File: config.mk
export PLATFORM = sky130hd
export DESIGN_NAME = kilo_digit_conv
export DESIGN_NICKNAME = d
export VERILOG_FILES = /design/src/rtl/kd_pkg.sv /design/src/rtl/kd_estimate.sv /design/src/rtl/kd_correct.sv /design/src/rtl/kd_range.sv /design/src/rtl/kilo_digit_conv.sv
export SDC_FILE = /design/constraint.sdc
export NUM_CORES = 1
export LEC_CHECK = 0
export ABC_AREA = 1
export BUFFER_PORTS_ARGS = -buffer_cell sky130_fd_sc_hd__clkbuf_2
export CAP_MARGIN = 20
export CORE_MARGIN = 2
export CORE_UTILIZATION = 47
export DETAILED_ROUTE_END_ITERATION = 10
export GPL_ROUTABILITY_DRIVEN = 1
export PLACE_DENSITY = 0.75
export REMOVE_ABC_BUFFERS = 1
export SYNTH_ARGS = -nofsm -noshare
export SYNTH_HDL_FRONTEND = slang
export SYNTH_SLANG_ARGS = --single-unit
File: constraint.sdc
create_clock -name clk -period 0.8 [get_ports clk]
set_input_delay 0.12 -clock clk [delete_from_list [all_inputs] [get_ports clk]]
set_output_delay 0.12 -clock clk [all_outputs]
set_load 0.005 [all_outputs]
File: src/rtl/kd_pkg.sv
package kd_pkg;
  localparam int unsigned KD_IN_W  = 14;
  localparam int unsigned KD_SPLIT = 10;
  localparam int unsigned KD_RADIX = 1000;
  localparam int unsigned KD_MAXV  = 9999;
  localparam int unsigned KD_HI_W  = $clog2(KD_MAXV / KD_RADIX + 1);
  localparam int unsigned KD_LO_W  = $clog2(KD_RADIX);

  typedef struct packed {
    logic               err;
    logic [KD_HI_W-1:0] hi;
    logic [KD_LO_W-1:0] lo;
  } kd_result_t;
endpackage

File: src/rtl/kd_estimate.sv
module kd_estimate #(
  parameter int unsigned IN_W  = 14,
  parameter int unsigned SPLIT = 10,
  parameter int unsigned RADIX = 1000,
  localparam int unsigned TOP_W = IN_W - SPLIT,
  localparam int unsigned C_W   = SPLIT + 1,
  localparam int unsigned DELTA = (1 << SPLIT) - RADIX
) (
  input  logic [IN_W-1:0]  value_i,
  output logic [TOP_W-1:0] top_o,
  output logic [C_W-1:0]   sum_o
);
  logic [TOP_W-1:0] top;
  logic [SPLIT-1:0] bot;
  logic [C_W-1:0]   scaled;

  assign top = value_i[IN_W-1:SPLIT];
  assign bot = value_i[SPLIT-1:0];

  generate
    if (DELTA == 24 && C_W >= TOP_W + 4) begin : g_shift_add
      always_comb begin
        scaled = C_W'({top, 4'b0000}) + C_W'({top, 3'b000});
      end
    end else begin : g_mult
      always_comb begin
        scaled = C_W'(top) * C_W'(DELTA);
      end
    end
  endgenerate

  always_comb begin
    top_o = top;
    sum_o = scaled + C_W'(bot);
  end
endmodule

File: src/rtl/kd_correct.sv
module kd_correct #(
  parameter int unsigned TOP_W = 4,
  parameter int unsigned C_W   = 11,
  parameter int unsigned RADIX = 1000,
  parameter int unsigned HI_W  = 4,
  parameter int unsigned LO_W  = 10
) (
  input  logic [TOP_W-1:0] top_i,
  input  logic [C_W-1:0]   sum_i,
  output logic [HI_W-1:0]  hi_o,
  output logic [LO_W-1:0]  lo_o
);
  logic           over;
  logic [C_W-1:0] diff;
  logic [C_W-1:0] pick;

  always_comb begin
    over = (sum_i >= C_W'(RADIX));
    diff = sum_i - C_W'(RADIX);
    pick = over ? diff : sum_i;
    lo_o = pick[LO_W-1:0];
    hi_o = HI_W'(top_i) + HI_W'(over);
  end
endmodule

File: src/rtl/kd_range.sv
module kd_range #(
  parameter int unsigned IN_W = 14,
  parameter int unsigned MAXV = 9999
) (
  input  logic [IN_W-1:0] value_i,
  output logic            err_o
);
  always_comb begin
    err_o = (value_i > IN_W'(MAXV));
  end
endmodule

File: src/rtl/kilo_digit_conv.sv
module kilo_digit_conv
  import kd_pkg::*;
#(
  parameter int unsigned IN_W  = KD_IN_W,
  parameter int unsigned SPLIT = KD_SPLIT,
  parameter int unsigned RADIX = KD_RADIX,
  parameter int unsigned MAXV  = KD_MAXV,
  localparam int unsigned HI_W  = KD_HI_W,
  localparam int unsigned LO_W  = KD_LO_W,
  localparam int unsigned TOP_W = IN_W - SPLIT,
  localparam int unsigned C_W   = SPLIT + 1
) (
  input  logic            clk,
  input  logic            rst_n,
  input  logic            in_valid,
  input  logic [IN_W-1:0] in_value,
  output logic            out_valid,
  output logic [HI_W-1:0] out_hi,
  output logic [LO_W-1:0] out_lo,
  output logic            out_err
);
  logic [TOP_W-1:0] est_top;
  logic [C_W-1:0]   est_sum;
  logic [HI_W-1:0]  fix_hi;
  logic [LO_W-1:0]  fix_lo;
  logic             bad;

  kd_result_t res_d, res_q;
  logic       vld_d, vld_q;
  logic       load_en;

  kd_estimate #(.IN_W(IN_W), .SPLIT(SPLIT), .RADIX(RADIX)) u_est (
    .value_i (in_value),
    .top_o   (est_top),
    .sum_o   (est_sum)
  );

  kd_correct #(.TOP_W(TOP_W), .C_W(C_W), .RADIX(RADIX),
               .HI_W(HI_W), .LO_W(LO_W)) u_fix (
    .top_i (est_top),
    .sum_i (est_sum),
    .hi_o  (fix_hi),
    .lo_o  (fix_lo)
  );

  kd_range #(.IN_W(IN_W), .MAXV(MAXV)) u_rng (
    .value_i (in_value),
    .err_o   (bad)
  );

  // next state
  always_comb begin
    load_en = in_valid;
    vld_d   = in_valid;
    res_d   = res_q;
    if (load_en) begin
      res_d.err = bad;
      res_d.hi  = bad ? '0 : fix_hi;
      res_d.lo  = bad ? '0 : fix_lo;
    end
  end

  // registers
  always_ff @(posedge clk or negedge rst_n) begin
    if (!rst_n) begin
      vld_q <= 1'b0;
      res_q <= '0;
    end else begin
      vld_q <= vld_d;
      if (load_en) res_q <= res_d;
    end
  end

  assign out_valid = vld_q;
  assign out_hi    = res_q.hi;
  assign out_lo    = res_q.lo;
  assign out_err   = res_q.err;

  a_r2_valid_rise: assert property (@(posedge clk) disable iff (!rst_n)
    in_valid |=> out_valid);
  a_r2_valid_fall: assert property (@(posedge clk) disable iff (!rst_n)
    !in_valid |=> !out_valid);
  a_r4_digit_bound: assert property (@(posedge clk) disable iff (!rst_n)
    out_valid |-> (out_lo < LO_W'(RADIX)) && (out_hi <= HI_W'(MAXV / RADIX)));
  a_r5_err_zeroes: assert property (@(posedge clk) disable iff (!rst_n)
    (out_valid && out_err) |-> (out_hi == '0) && (out_lo == '0));
  a_r5_flag_set: assert property (@(posedge clk) disable iff (!rst_n)
    (in_valid && (in_value > IN_W'(MAXV))) |=> out_err);
  a_r6_flag_clear: assert property (@(posedge clk) disable iff (!rst_n)
    (in_valid && (in_value <= IN_W'(MAXV))) |=> !out_err);
  a_r7_hold: assert property (@(posedge clk) disable iff (!rst_n)
    !in_valid |=> ($stable(out_hi) && $stable(out_lo) && $stable(out_err)));
endmodule

======== After elaboration in Yosys (flattened, before gate mapping) ========
Cells that the tools add are included.
word-level totals
  bits in registers ....................... 16
  latch bits .............................. 0
  memory bits (writable) .................. 0
  memory bits (read-only) ................. 0
  bits of input ports ..................... 17
  output and inout port bits .............. 16
  logic and storage cells ................. 13
  memories ................................ 0
operators by class
  add/subtract/negate cells ............... 4
  multiply operators ...................... 0
  divide/modulo/power cells ............... 0
  order comparisons ....................... 2
  equality and inequality tests ........... 0
  shifts and indexed selects .............. 0
  muxes and demuxes ....................... 3
  bitwise operators ....................... 0
  reductions and logical operators ........ 0
operators by type and width
  cell                                                                  number
  2-to-1 mux 10 bit                                                     2
  > comparator 14 bit (second input constant)                           1
  adder 9 x 10 -> 11 bit                                                1
  greater-or-equal comparator 11 x 10 -> 1 bit (second input constant)  1
  subtractor 10 bit (second input constant)                             1
  adder 8 x 7 -> 9 bit                                                  1
  adder 4 x 1 -> 4 bit                                                  1
  2-to-1 mux 4 bit                                                      1

======== Longest topological paths before layout ========
  depth in word-level cells ............... 5
  mapped depth ............................ 18
  mapped depth without buffers ............ 17

======== Cells and area by module ========
From an unflattened synthesis, not the netlist that was laid out.
second synthesis, totals
  cell total of the unflattened synthesis .. 193
  area, all modules ....................... 1485.2 sq um
by module, submodules not included
  module           times used  cells each  area each (sq um)  seq. area each (sq um)
  kilo_digit_conv  1           67          674.4              400.4
  kd_correct       1           67          402.9              0.0
  kd_estimate      1           49          362.8              0.0
  kd_range         1           10          45.0               0.0

======== Least setup slack after synthesis ========
OpenSTA, ideal clock, no wires.
  kind .................................... input-to-reg
  from .................................... in in_value[4]
  to ...................................... reg res_q (netlist bit out_hi[1])
  setup time .............................. 0.121 ns
  arrival ................................. 2.718 ns
  data required time ...................... 0.679 ns
  path slack .............................. -2.039 ns
  stages on the path ...................... 15
  path buffers ............................ 1
  cell sequence ........................... inv_1 -> fa_1 -> inv_1 -> ha_1 -> fa_1 -> inv_1 -> nor3_1 -> nand3_1 -> nor2_1 -> nand3_1 -> nand3_2 -> buf_6 -> ha_1 -> ha_1 -> a22o_1
between the ends
  longest elaborated chain between the ends .. 4
  elaborated cells on any way between the ends .. 5
  classes of those cells .................. add/sub: 2; order compare: 2; mux: 1
ends and longest elaborated chain
  element                                       RTL line               RTL
  from (decl)                                   kilo_digit_conv.sv:16  input logic [IN_W-1:0] in_value,
  adder 9 x 10 -> 11 bit                        kd_estimate.sv:34      sum_o = scaled + C_W'(bot);
  greater-or-equal comparator 11 x 10 -> 1 bit  kd_correct.sv:18       over = (sum_i >= C_W'(RADIX));
  adder 4 x 1 -> 4 bit                          kd_correct.sv:22       hi_o = HI_W'(top_i) + HI_W'(over);
  2-to-1 mux 4 bit (*)                          kilo_digit_conv.sv:58  res_d.hi = bad ? '0 : fix_hi;
  to (signal assigned)                          kilo_digit_conv.sv:70  if (load_en) res_q <= res_d;
  to (decl)                                     kilo_digit_conv.sv:28  kd_result_t res_d, res_q;
Every way passes the cells marked *; elsewhere a longest branch is shown, timed or not.
A chain may end at the register's enable or synchronous reset.

======== Worst setup path in the final report ========
Ends and elaborated chain as after synthesis.

==> flow_summary_export.csv <==
group,metric,value,unit
floorplanning,die-area,0.003054,mm²
clock_network,cts.sinks,16,
global_route,grt_pass1_vias,1444,
setup_path,arrival,2.76,ns
logic_synthesis,ys_warn_count,0,
detailed_routing,vias,1455,
floorplanning,rows,18,
finish,area_delta_synth_final,62.41,%
setup_path,path_max_fanout,3,
clock_network,clkLatencyLatePin,0.29,ns
logic_synthesis,synth_compound_area_share,8.308,%
logic_synthesis,seq_area_frac_synth,32.42,%
logic_synthesis,synthCells,157,
logic_synthesis,synth.area.mux_share,0,%
clock_network,h-tree-depth,1,
global_route,grt_pass1_wl,6.203,mm
setup_path,crit_path_top_delay_cell,"fa_2",
finish,finalNonFillerCells,271,
place,hpwlAfterDp,2.550,mm
sta,hold_ws,0.07046,ns
logic_synthesis,mappedNetlistArea,0.001235,mm²
detailed_routing,drt_wl_total,3.989,mm
finish,fin_area,0.002006,mm²
clock_network,clk_pin_slew,0.09,ns
clock_network,cts.path.max_buffers,2,
clock_network,cts-buffers-inserted,3,
logic_synthesis,synthXorXnorAreaFrac,2.128,%
detailed_routing,viasPerCell,5.369,
setup_path,ff2ff_path_depth,4,
sta,slew_viol_final,0,
worst_hold_path,hold_path_end,"out_lo[0]$_DFFE_PN0P_",
global_route,grt_max_degree,17,
logic_synthesis,synth_cell_types,29,
place,port_buffers,32,
sta,slew_headroom,72.58,%
setup_path,max_stage_delay,0.57,ns
logic_synthesis,yosys.area_share.simple,32.02,%
sta,layout_min_cycle_time,2.583,ns
place,pre_cts_slack,-2.187,ns
pwr,power.density,1707,mW/mm²
finish,diodes,0,
sta,rsz0062_at_grt,"true",
place,place_area,0.001613,mm²
sta,tns,-20.88,ns
finish,final_cell_mix,"buf_4 (45), nand2_1 (40), clkbuf_2 (28)",
sta,fin_skew,0,ns
finish,fillCellCount,149,
finish,drive_gt1_share,50.62,%
global_route,antenna_found_initial,0,
setup_path,worst-path-buf-inv,4,
logic_synthesis,ys_seq_elements,16,
status,outcome,"finished, violations left",
pwr,total_power,3.425,mW
worst_hold_path,hold_depth,2,
setup_path,crit_chain,"buf_8 > inv_4 > fa_1 > inv_1 > ha_2 > fa_2 > inv_2 > nor3_2 > nand3_1 > nor2_2 > nand3_2 > nand3_4 > ha_4 > ha_4 > a22o_1",
pwr,p_leak,1.077,nW
setup_path,cpLargestDelayFamily,"adder cells",
logic_synthesis,avgSynthCellArea,7.866,µm²
sta,layout_setup_ws,-1.783,ns
floorplanning,start_util,49.85,%
detailed_routing,drc,0,
setup_path,path_common_cell,"ha_4",
place,dp_cells,243,
detailed_routing,drtIter0Drc,41,
detailed_routing,dr.pass1.iters,4,
sta,fmaxAchievable,387.1,MHz
sta,fin_crit_sh,322.9,%
setup_path,critical_path_class,"in2reg",
sta,setup_violations,31,
floorplanning,die_w,55.26,µm
worst_hold_path,worstHoldStart,"in_value[0]",
setup_path,required,0.98,ns
global_route,grt-ovfl-total,0,
floorplanning,die_h,55.26,µm
finish,final_common_cell,"buf_4",
floorplanning,io_pins,33,
detailed_routing,avgRoutedWirePerCell,14.72,µm
logic_synthesis,synth_top_family_by_area,"simple AND/OR/NAND/NOR gates",
setup_path,startpoint_type,"input port",
setup_path,regToRegSetupSlack,-0.05,ns
setup_path,rr_startpoint,"out_hi[2]$_DFFE_PN0P_",
sta,worst_pin_slew,0.4114,ns
logic_synthesis,synth_fa_ha_area_share,16.62,%
global_route,grt_use_total,25.14,%
clock_network,cts_root_buf,"clkbuf_4",
finish,final_util,80.96,%
floorplanning,fp.coreArea,0.002477,mm²
pwr,peakVddDrop,1179,µV
clock_network,cts_tree,"built",
detailed_routing,antenna_left,0,
setup_path,crit_start,"in_value[4]",
place,globalplace.congestion,0.9321,
job,cap_viol_max_count,0,
setup_path,r2r_end,"out_hi[2]$_DFFE_PN0P_",
worst_hold_path,hold_path.class,"in2reg",
status,failed_checks,"negative setup slack",
sta,hold_viol,0,
setup_path,end_kind,"register",
finish,fin_nets,274,
-- layout make-up --
type / instances / area (µm²) / area share (%)
Inverter: 22 / 87.58 / 4.367
Tap cell: 30 / 37.54 / 1.871
Multi-Input combinational cell: 116 / 852.1 / 42.48
Sequential cell: 16 / 400.4 / 19.96
Clock buffer: 3 / 22.52 / 1.123
Timing Repair Buffer: 84 / 605.6 / 30.19
-- power by group --
| part | leakage [nW] | switching [mW] | internal, mW |
|---|---|---|---|
| Clock | 0.0138 | 0.247 | 0.175 |
| Combinational | 0.861 | 1.01 | 0.997 |
| Sequential | 0.202 | 0.0647 | 0.930 |
-- layer usage --
metal / wire (µm) / global-route usage, % / part of all wire [%] / up-vias
li1: - / - / - / 679
met5: 0 / 0 / 0 / -
met1: 1514 / 28.19 / 38 / 694
met2: 2162 / 46.43 / 54 / 64
met4: 140 / 11.85 / 3.5 / 0
met3: 172 / 3.279 / 4.3 / 18
-- cells by family after synthesis --
kind of cell	count (synthesis)
AO/OA/AOI/OAI	16
XOR/XNOR	3
adder cells (fa/ha/maj)	14
buffers and inverters	25
flip-flops	16
AND/OR/NAND/NOR	83
-- repair_timing --
action | in CTS | in global routing
resized for setup | 28 | 20
cloned | 1 | 0
setup endpoints to repair | 31 | 31
setup buffers | 16 | 8
pin swaps | 19 | 21
hold buffers | 2 | 0
endpoints found under the hold margin | 17 | 0
-- registers in the layout (all words and copies together) (netlist names) --
register / count
out_lo: 10
out_hi: 4
out_err: 1
out_valid: 1
-- how the worst max path moves through the flow --
stage                                  to  slack, ns  depth (start not counted)
floorplan           out_hi[1]$_DFFE_PN0P_      -2.03                         14
detailed placement  out_hi[1]$_DFFE_PN0P_      -2.19                         15
CTS                 out_hi[1]$_DFFE_PN0P_      -1.76                         15
global placement    out_hi[1]$_DFFE_PN0P_      -2.03                         15
global route        out_hi[1]$_DFFE_PN0P_      -1.85                         18
finish              out_hi[1]$_DFFE_PN0P_      -1.78                         15
-- cell usage after synthesis --
| library cell | count | area [µm²] |
|---|---|---|
| nand2_4 | 1 | 11.26 |
| a22o_1 | 4 | 35.03 |
| nor3_1 | 1 | 5.000 |
| clkbuf_1 | 1 | 3.750 |
| inv_2 | 1 | 3.750 |
| nand3_1 | 16 | 80.08 |
| nand2_1 | 41 | 153.9 |
| nor2_2 | 1 | 6.260 |
| nand4_1 | 2 | 12.51 |
| nor2_4 | 1 | 11.26 |
| ha_1 | 10 | 125.1 |
| nand2_2 | 5 | 31.28 |
| buf_4 | 1 | 7.510 |
| a21oi_1 | 3 | 15.01 |
| and2_1 | 1 | 6.260 |
| nor2_1 | 9 | 33.78 |
| nand3_2 | 3 | 30.03 |
| o21ai_2 | 1 | 8.760 |
| inv_1 | 21 | 78.83 |
| xnor2_1 | 1 | 8.760 |
| nand3b_1 | 1 | 7.510 |
| o21ai_1 | 2 | 10.01 |
| nor4_1 | 1 | 6.260 |
| fa_1 | 4 | 80.08 |
| a21oi_2 | 1 | 8.760 |
| dfrtp_1 | 16 | 400.4 |
| buf_6 | 1 | 11.26 |
| o21ai_0 | 5 | 25.02 |
| xor2_1 | 2 | 17.52 |
(Power assumes the default switching activity.)
